### config.mk
export PLATFORM = sky130hd
export DESIGN_NAME = sfx_divider
export DESIGN_NICKNAME = d
export VERILOG_FILES = /design/src/rtl/sfx_divider.sv
export SDC_FILE = /design/constraint.sdc
export NUM_CORES = 1
export LEC_CHECK = 0
export BUFFER_PORTS_ARGS = -buffer_cell sky130_fd_sc_hd__buf_2
export CORE_MARGIN = 5
export CORE_UTILIZATION = 50
export DETAILED_ROUTE_END_ITERATION = 12
export PLACE_DENSITY_LB_ADDON = 0.12
export SLEW_MARGIN = 5
export SYNTH_ARGS = -nofsm -noshare
export SYNTH_HDL_FRONTEND = slang
export SYNTH_SLANG_ARGS = --single-unit
### constraint.sdc
create_clock -name clk -period 2.5 [get_ports clk]
set_input_delay 0 -clock clk [delete_from_list [all_inputs] [get_ports clk]]
set_output_delay 0 -clock clk [all_outputs]
set_load 0.005 [all_outputs]
### src/rtl/sfx_divider.sv
module sfx_divider #(
  parameter int A_W = 8,
  parameter int A_F = 4,
  parameter int B_W = 6,
  parameter int B_F = 3,
  parameter int Q_F = 5,
  localparam int AL   = (A_F > B_F) ? A_F : B_F,
  localparam int SH_A = AL - A_F + Q_F,
  localparam int SH_B = AL - B_F,
  localparam int NW   = A_W + SH_A,
  localparam int DW   = B_W + SH_B,
  localparam int QW   = NW + 1,
  localparam int CW   = $clog2(NW + 1)
) (
  input  logic          clk,
  input  logic          rst_n,
  input  logic          start,
  input  logic [A_W-1:0] dividend,
  input  logic [B_W-1:0] divisor,
  output logic          busy,
  output logic          done,
  output logic [QW-1:0] quotient,
  output logic          rem_nz,
  output logic          div_by_zero
);

  logic [A_W-1:0] mag_a;
  logic [B_W-1:0] mag_b;
  logic [NW-1:0]  ext_a;
  logic [DW-1:0]  ext_b;

  assign mag_a = dividend[A_W-1] ? (~dividend + 1'b1) : dividend;
  assign mag_b = divisor[B_W-1]  ? (~divisor + 1'b1)  : divisor;
  assign ext_a = NW'(mag_a) << SH_A;
  assign ext_b = DW'(mag_b) << SH_B;

  logic [NW-1:0] n;
  logic [DW-1:0] d;
  logic [DW-1:0] r;
  logic [CW-1:0] cnt;
  logic          neg;

  logic [DW:0]   trial;
  logic          fits;
  logic [DW-1:0] r_next;
  logic [NW-1:0] q_next;
  logic [QW-1:0] q_mag;
  logic [QW-1:0] q_signed;
  logic          last;

  assign trial    = {r, n[NW-1]};
  assign fits     = trial >= {1'b0, d};
  assign r_next   = fits ? DW'(trial - {1'b0, d}) : trial[DW-1:0];
  assign q_next   = {n[NW-2:0], fits};
  assign q_mag    = {1'b0, q_next};
  assign q_signed = neg ? (~q_mag + 1'b1) : q_mag;
  assign last     = (cnt == CW'(1));

  always_ff @(posedge clk or negedge rst_n) begin
    if (!rst_n) begin
      n           <= '0;
      d           <= '0;
      r           <= '0;
      cnt         <= '0;
      neg         <= 1'b0;
      busy        <= 1'b0;
      done        <= 1'b0;
      quotient    <= '0;
      rem_nz      <= 1'b0;
      div_by_zero <= 1'b0;
    end else begin
      done <= 1'b0;
      if (busy) begin
        n   <= q_next;
        r   <= r_next;
        cnt <= cnt - 1'b1;
        if (last) begin
          busy     <= 1'b0;
          done     <= 1'b1;
          quotient <= q_signed;
          rem_nz   <= |r_next;
        end
      end else if (start) begin
        div_by_zero <= (mag_b == '0);
        if (mag_b == '0) begin
          quotient <= '1;
          rem_nz   <= 1'b0;
          done     <= 1'b1;
        end else begin
          busy <= 1'b1;
          n    <= ext_a;
          d    <= ext_b;
          r    <= '0;
          cnt  <= CW'(NW);
          neg  <= dividend[A_W-1] ^ divisor[B_W-1];
        end
      end
    end
  end

  AST_DONE_PULSE: assert property (@(posedge clk) disable iff (!rst_n) done |=> !done);
  AST_BUSY_ENDS_DONE: assert property (@(posedge clk) disable iff (!rst_n) $fell(busy) |-> done);
  AST_START_LOAD: assert property (@(posedge clk) disable iff (!rst_n) (start && !busy && mag_b != '0) |=> busy && cnt == CW'(NW));
  AST_IN_FLIGHT: assert property (@(posedge clk) disable iff (!rst_n) (busy && !last) |=> busy && $stable(d) && $stable(neg));
  AST_REM_BOUND: assert property (@(posedge clk) disable iff (!rst_n) busy |-> r < d);
  AST_DBZ_ONES: assert property (@(posedge clk) disable iff (!rst_n) div_by_zero |-> (&quotient) && !busy && !rem_nz);
  AST_HOLD: assert property (@(posedge clk) disable iff (!rst_n) (!busy && !start) |=> $stable(quotient) && $stable(rem_nz) && $stable(div_by_zero));

endmodule

# Word level (Yosys, flattened, before mapping)
# Index checks and enable logic that the tools add are counted.
# W data, S select, Z words.
dict set report word_totals {
  ff_bits 49
  in_bits 17
  output_inout_bits 18
  word_cells 62
}
dict set report op_classes {
  add_sub_neg 5
  n_lt_le_gt_ge 1
  n_eq_ne 3
  mux 29
  n_bitwise 6
  n_reduce_logical 8
}
# op count
set op_table {}
lappend op_table {{$mux W14} 5}
lappend op_table {{$mux W13} 3}
lappend op_table {{$mux W7} 4}
lappend op_table {{$add A14 B1 Y14 const B} 1}
lappend op_table {{$not A13 Y14} 1}
lappend op_table {{$mux W1} 12}
lappend op_table {{$mux W4} 3}
lappend op_table {{$add A8 B1 Y8 const B} 1}
lappend op_table {{$ge A8 B7 Y1} 1}
lappend op_table {{$mux W8} 1}
lappend op_table {{$not A8 Y8} 1}
lappend op_table {{$reduce_or A7 Y1} 1}
lappend op_table {{$sub A7 B7 Y7} 1}
lappend op_table {{$add A6 B1 Y6 const B} 1}
lappend op_table {{$logic_not A6 Y1} 1}
lappend op_table {{$mux W6} 1}
lappend op_table {{$not A6 Y6} 1}
lappend op_table {{$reduce_and A3 Y1} 2}
lappend op_table {{$eq A4 B1 Y1 const B} 1}
lappend op_table {{$reduce_and A2 Y1} 2}
lappend op_table {{$reduce_bool A2 Y1} 2}
lappend op_table {{$sub A4 B1 Y4 const B} 1}
lappend op_table {{$ne A2 B1 Y1 const B} 1}
lappend op_table {{$ne A2 B2 Y1 const B} 1}
lappend op_table {{other kinds (2)} 3}

# Longest topological paths before layout
dict set report depth {
  depth_word 7
  mapped_depth 11
}

# Worst setup path after synthesis
# OpenSTA, ideal clock, no wires.
dict set report synth_timing {
  path_type {reg2reg}
  start {register r[4]}
  end {register quotient[12]}
  setup_ns 0.137
  t_arrival_ns 2.377
  t_required_ns 2.363
  setup_slack_ns -0.014
  stages_incl_launch_ff 11
  n_path_buf 1
  period_less_slack_ns 2.514
  path_cell_list {dfrtp_1 > ha_1 > a21oi_1 > o21ai_1 > nor3_1 > clkbuf_1 > ha_1 > a31oi_1 > a21oi_1 > xor2_1 > a21oi_1}
}
dict set report synth_via {
  elab_chain_cells 6
}
# item line
set synth_lines {}
lappend synth_lines {{from (decl)} 39} ;# logic [DW-1:0] r;
lappend synth_lines {{from (signal assigned)} 75} ;# r <= r_next;
lappend synth_lines {{$ge A8 B7 Y1} 52} ;# assign fits = trial >= {1'b0, d};
lappend synth_lines {{$not A13 Y14} 56} ;# assign q_signed = neg ? (~q_mag + 1'b1) : q_mag;
lappend synth_lines {{$add A14 B1 Y14} 56}
lappend synth_lines {{$mux W14} 56}
lappend synth_lines {{$mux W14} 77} ;# if (last) begin
lappend synth_lines {{$mux W14} 73} ;# if (busy) begin
lappend synth_lines {{to (signal assigned)} 80} ;# quotient <= q_signed;
lappend synth_lines {{to (decl)} 22} ;# output logic [QW-1:0] quotient,
# No other way between the ends. The select of a mux whose other input is x is not followed.
# A chain may end at the register's enable or synchronous reset.

# Worst setup path after layout
dict set report layout_timing {
  start {register r[0]}
  end {register rem_nz}
}
dict set report layout_via {
  elab_chain_cells 5
  word_cells_on_any_way 6
  cone_classes {1 x add/sub; 1 x order compare; 3 x mux; 1 x reduce/logical}
}
# item line
set layout_lines {}
lappend layout_lines {{$sub A7 B7 Y7 or $ge A8 B7 Y1 (tied branches)} {53, 52}}
lappend layout_lines {{$mux W7 (*)} 53} ;# assign r_next = fits ? DW'(trial - {1'b0, d}) : trial[DW-1:0];
lappend layout_lines {{$reduce_or A7 Y1 (*)} 81} ;# rem_nz <= |r_next;
lappend layout_lines {{$mux W1 (*)} 77}
lappend layout_lines {{$mux W1 (*)} 73}
lappend layout_lines {{to (signal assigned)} 81}
lappend layout_lines {{to (decl)} 23} ;# output logic rem_nz,
# Mark *: on every way between the ends. The rest lies on a longest branch, timed or not. The select of a mux whose other input is x is not followed.

==> flow_results.org <==
** Status
- The run finished with clean final reports.

** Synth
- For this run, the number of Yosys warnings is 0.
- Of the total synthesized cell area, the portion taken by full adders, half adders and majority gates is 0.0557.
- A synthesized cell averages 9.17 µm².
- Area of the mapped netlist :: 0.00305 mm²
- Complex-gate fraction of the synthesized area :: 0.188
- Simple-gate portion of the synthesized area :: 0.205
- After synthesis, the share of cell area in mux cells is 0.0406.
- Gate count after technology mapping :: 333
- By area, the combinational part of the netlist is dominated by simple AND/OR/NAND/NOR gates.
- For this run, the register share of the synthesized area comes to 0.401.
- Among all flip-flop cells after synthesis, the most frequent one is dfrtp_1.
- Number of flops mapped to enable cells by yosys :: 0
- Of the total synthesized cell area, the portion taken by XOR and XNOR cells is 0.0574.
- Proportion of synthesized flip-flops having asynchronous set or reset :: 1.00
- Counting flops and latches in the post-synthesis netlist gives 49.
- Number of nets in the synthesized netlist :: 363
- Synth cell types :: 52

** Timing
- Setup violations remaining at the end of the flow were counted as 0.
- Number of failing hold endpoints at the final stage :: 0
- Across the routed clock network, the largest skew measured is 0.00970 ns.
- The number of slew-limit violations in the final report came to 0.
- Slew Limit Headroom :: 0.369
- Setup repair after global routing could not meet its margin everywhere.
- At the pin with the least slew margin, the transition time is 0.944 ns.
- Derived from the worst setup path, the maximum achievable clock frequency is 424 MHz.
- In the finished design, the share of the clock period the worst path needs comes to 0.944.
- Min Tclk post-route :: 2.36 ns

** CTS
- TritonCTS built the clock tree.
- Post-CTS setup repair buffer count :: 0
- Maximum clock insertion buffer count :: 2
- The root buffer cell chosen for the clock tree is clkbuf_8.
- Total number of H-tree levels :: 2
- Clock latency on the worst-skew pair, taken at its later pin, is 0.30 ns.
- The number of clock buffers added by TritonCTS is 5.
- The tree built by TritonCTS fans out to 49 sinks.
- Clock slew at the register clock pins of the worst setup and hold paths :: 0.08 ns

** Die
- Overall die area :: 0.00777 mm²
- After floorplanning, the core was divided into 28 placement rows.
- The floorplan step defined a core boundary enclosing 0.00592 mm².
- Overall die height :: 88.2 µm
- The die is 88.2 µm wide.
- The initial utilization of the core area, before any placement, comes to 0.516.
- During I/O placement, the number of pins put on the boundary was 35.

** Placement
- Final HPWL from detailed placement :: 4.81 mm
- Routability congestion estimate :: 0.860
- Total placed cells including tap cells :: 436
- Number of buffer cells added on primary ports :: 34

** Critical path
- Data on the critical path is required at its endpoint by 2.67 ns.
- In this run the worst path has a maximum fanout of 4.
- For the worst setup path, the data arrival time is 2.53 ns.
- Setup crit end kind :: flop
- The worst setup path is launched from a flop.
- The worst setup path is of the reg -> reg kind.

** Power
- Summing internal, switching and leakage power gives 4.65 mW.
- Maximum ir drop on the vdd rail :: 0.491 mV
- Power spread over the standard cell area amounts to 1340 mW/mm².
- Standby leakage power :: 1.50 nW

** Drt
- After detailed routing, the number of vias per cell comes to 5.58.
- The detail route stage leaves a number of antenna-violating nets equal to 0.
- Via count :: 2478
- Drt pass-1 iters :: 4
- DRC viols :: 0
- For this block, the routed nets add up to 6.53 mm of wire.
- In this run, the number of DRC markers left after iteration 0 of detailed routing was 238.
- Dividing the detail-routed wire length by the instance count gives 14.7 µm.

** Hold path
- Hold Path Class :: in -> reg

** Layout
- The area growth from synthesis to layout is 13.8%.
- Once layout is complete, the cells apart from fillers number 444.
- The repair_antennas step left the layout with diodes totalling 0.
- At the end of the flow, the number of nets in the layout was 399.
- Layout cell share with drive strength beyond 1 :: 0.190
- Fill cells in the final layout number 533.

** Global routing
- Vias in the first global route :: 2309
- The number of antenna violations at the first check in global routing came to 0.
- Global Route Usage Sum :: 0.182
- Remaining Overflow, GRT :: 0
- Global-route wire length before repair :: 11.3 mm
- Entering global routing, the biggest net connects 36 pins.

** Run
- Maximum capacitance violations :: 0
-- layout make-up --
type                    count  area (µm²)  share of cell area
clock buffers               5        68.8              0.0198
clock inverters             2        35.0              0.0101
inverters                  18        67.6              0.0194
multi-input cells         248        1710               0.493
flip-flops and latches     49        1230               0.353
well taps                  75        93.8              0.0270
repair buffers             47         270              0.0778
-- worst paths after layout --
path,depth (start not counted),from,end,slack (ns)
max,10,r[0],rem_nz,0.14
min,2,divisor[0],d[1],0.009
max reg2reg,10,r[0],rem_nz,0.14
min reg2reg,2,quotient[13],quotient[13],0.51
max in group asynchronous,3,rst_n,quotient[1],1.57
min in group asynchronous,2,rst_n,rem_nz,0.30
-- layout by cell type, fill, tap and decap left out, drive strengths merged, types with 3 or more instances in the layout --
cell type	Yosys	final
o311ai	3	3
nand2	27	27
ha	12	12
mux2i	9	9
nor4b	4	4
nor3	9	9
nor2b	7	7
o21ai	26	26
dfrtp	49	49
nand4	3	3
a22o	11	11
a211oi	6	6
nand2b	8	8
o31ai	4	4
mux2	3	3
xor2	6	6
xnor2	14	14
inv	18	18
clkbuf	13	5
nor2	38	38
o211ai	3	3
nand3	6	6
nor4bb	3	3
nor4	4	4
buf	5	46
a21oi	22	22
-- power by group --
part / switching, mW / leakage [nW] / internal [mW] / total [mW]
clock: 0.255 / 0.0540 / 0.291 / 0.546
combinational: 1.35 / 0.891 / 1.18 / 2.53
sequential: 0.395 / 0.558 / 1.18 / 1.58
-- state kept, by name (all words and copies together) (netlist names) --
name and count:
div_by_zero 1, r 7, neg 1, busy 1, n 13, quotient 14
rem_nz 1, cnt 4, d 6, done 1
-- what timing repair did --
action                                 4_1_cts  5_1_grt
gates resized for setup                      1        9
pin swaps                                    0        2
hold buffers                                 1        0
endpoints found under the hold margin       31        0
setup endpoints to repair                    1        3
-- worst max-delay path, cell delays in order (launching register included) --
cell and delay (ns):
dfrtp_1 0.41, inv_1 0.07, ha_2 0.18, inv_2 0.04
fa_1 0.48, nor4bb_1 0.30, o211ai_1 0.15, o31ai_2 0.08
o21ai_1 0.11, o311ai_2 0.31, o21ai_1 0.11
-- logic make-up after synthesis --
family,Yosys count
AOI/OAI and AO/OA,84
and+or+nand+nor,119
adders and majority gates,13
DFF,49
buffers and inverters,36
muxes,12
xor gates and xnor gates,20
-- routing by layer --
layer,part of all wire,up-vias,track usage,wire length (µm)
met4,0.014,0,0.0453,93
met1,0.50,1173,0.277,3280
met5,0,-,0,0
li1,-,1245,-,-
met3,0.043,7,0.0282,283
met2,0.44,53,0.273,2870
-- synthesized netlist by cell type (all sizes together), types with 4 or more instances --
library cell,instances,share of area
dfrtp,49,0.40
nor2,38,0.052
nand2,27,0.033
o21ai,26,0.044
a21oi,22,0.036
inv,18,0.022
xnor2,14,0.040
clkbuf,13,0.016
ha,12,0.049
a22o,11,0.032
mux2i,9,0.029
nor3,9,0.015
nand2b,8,0.016
nor2b,7,0.014
a211oi,6,0.016
nand3,6,0.0098
xor2,6,0.017
buf,5,0.014
nor4,4,0.0082
nor4b,4,0.011
o31ai,4,0.0098
-- stage by stage --
step	TNS [ns]	hold WS [ns]	instance area, µm²	utilization	setup WS [ns]
after floorplan	0	-0.296	3060	-	0.0940
after global placement	0	0.116	3330	0.562	0.00703
after detailed placement	0	0.125	3330	0.562	0.000216
after CTS	0	0.000618	3440	0.581	0.0919
after global routing	-0.0496	0.0350	3480	0.587	-0.0496
final	0	0.00917	3480	0.587	0.139
Note: power is estimated with default switching activity, not from simulation.
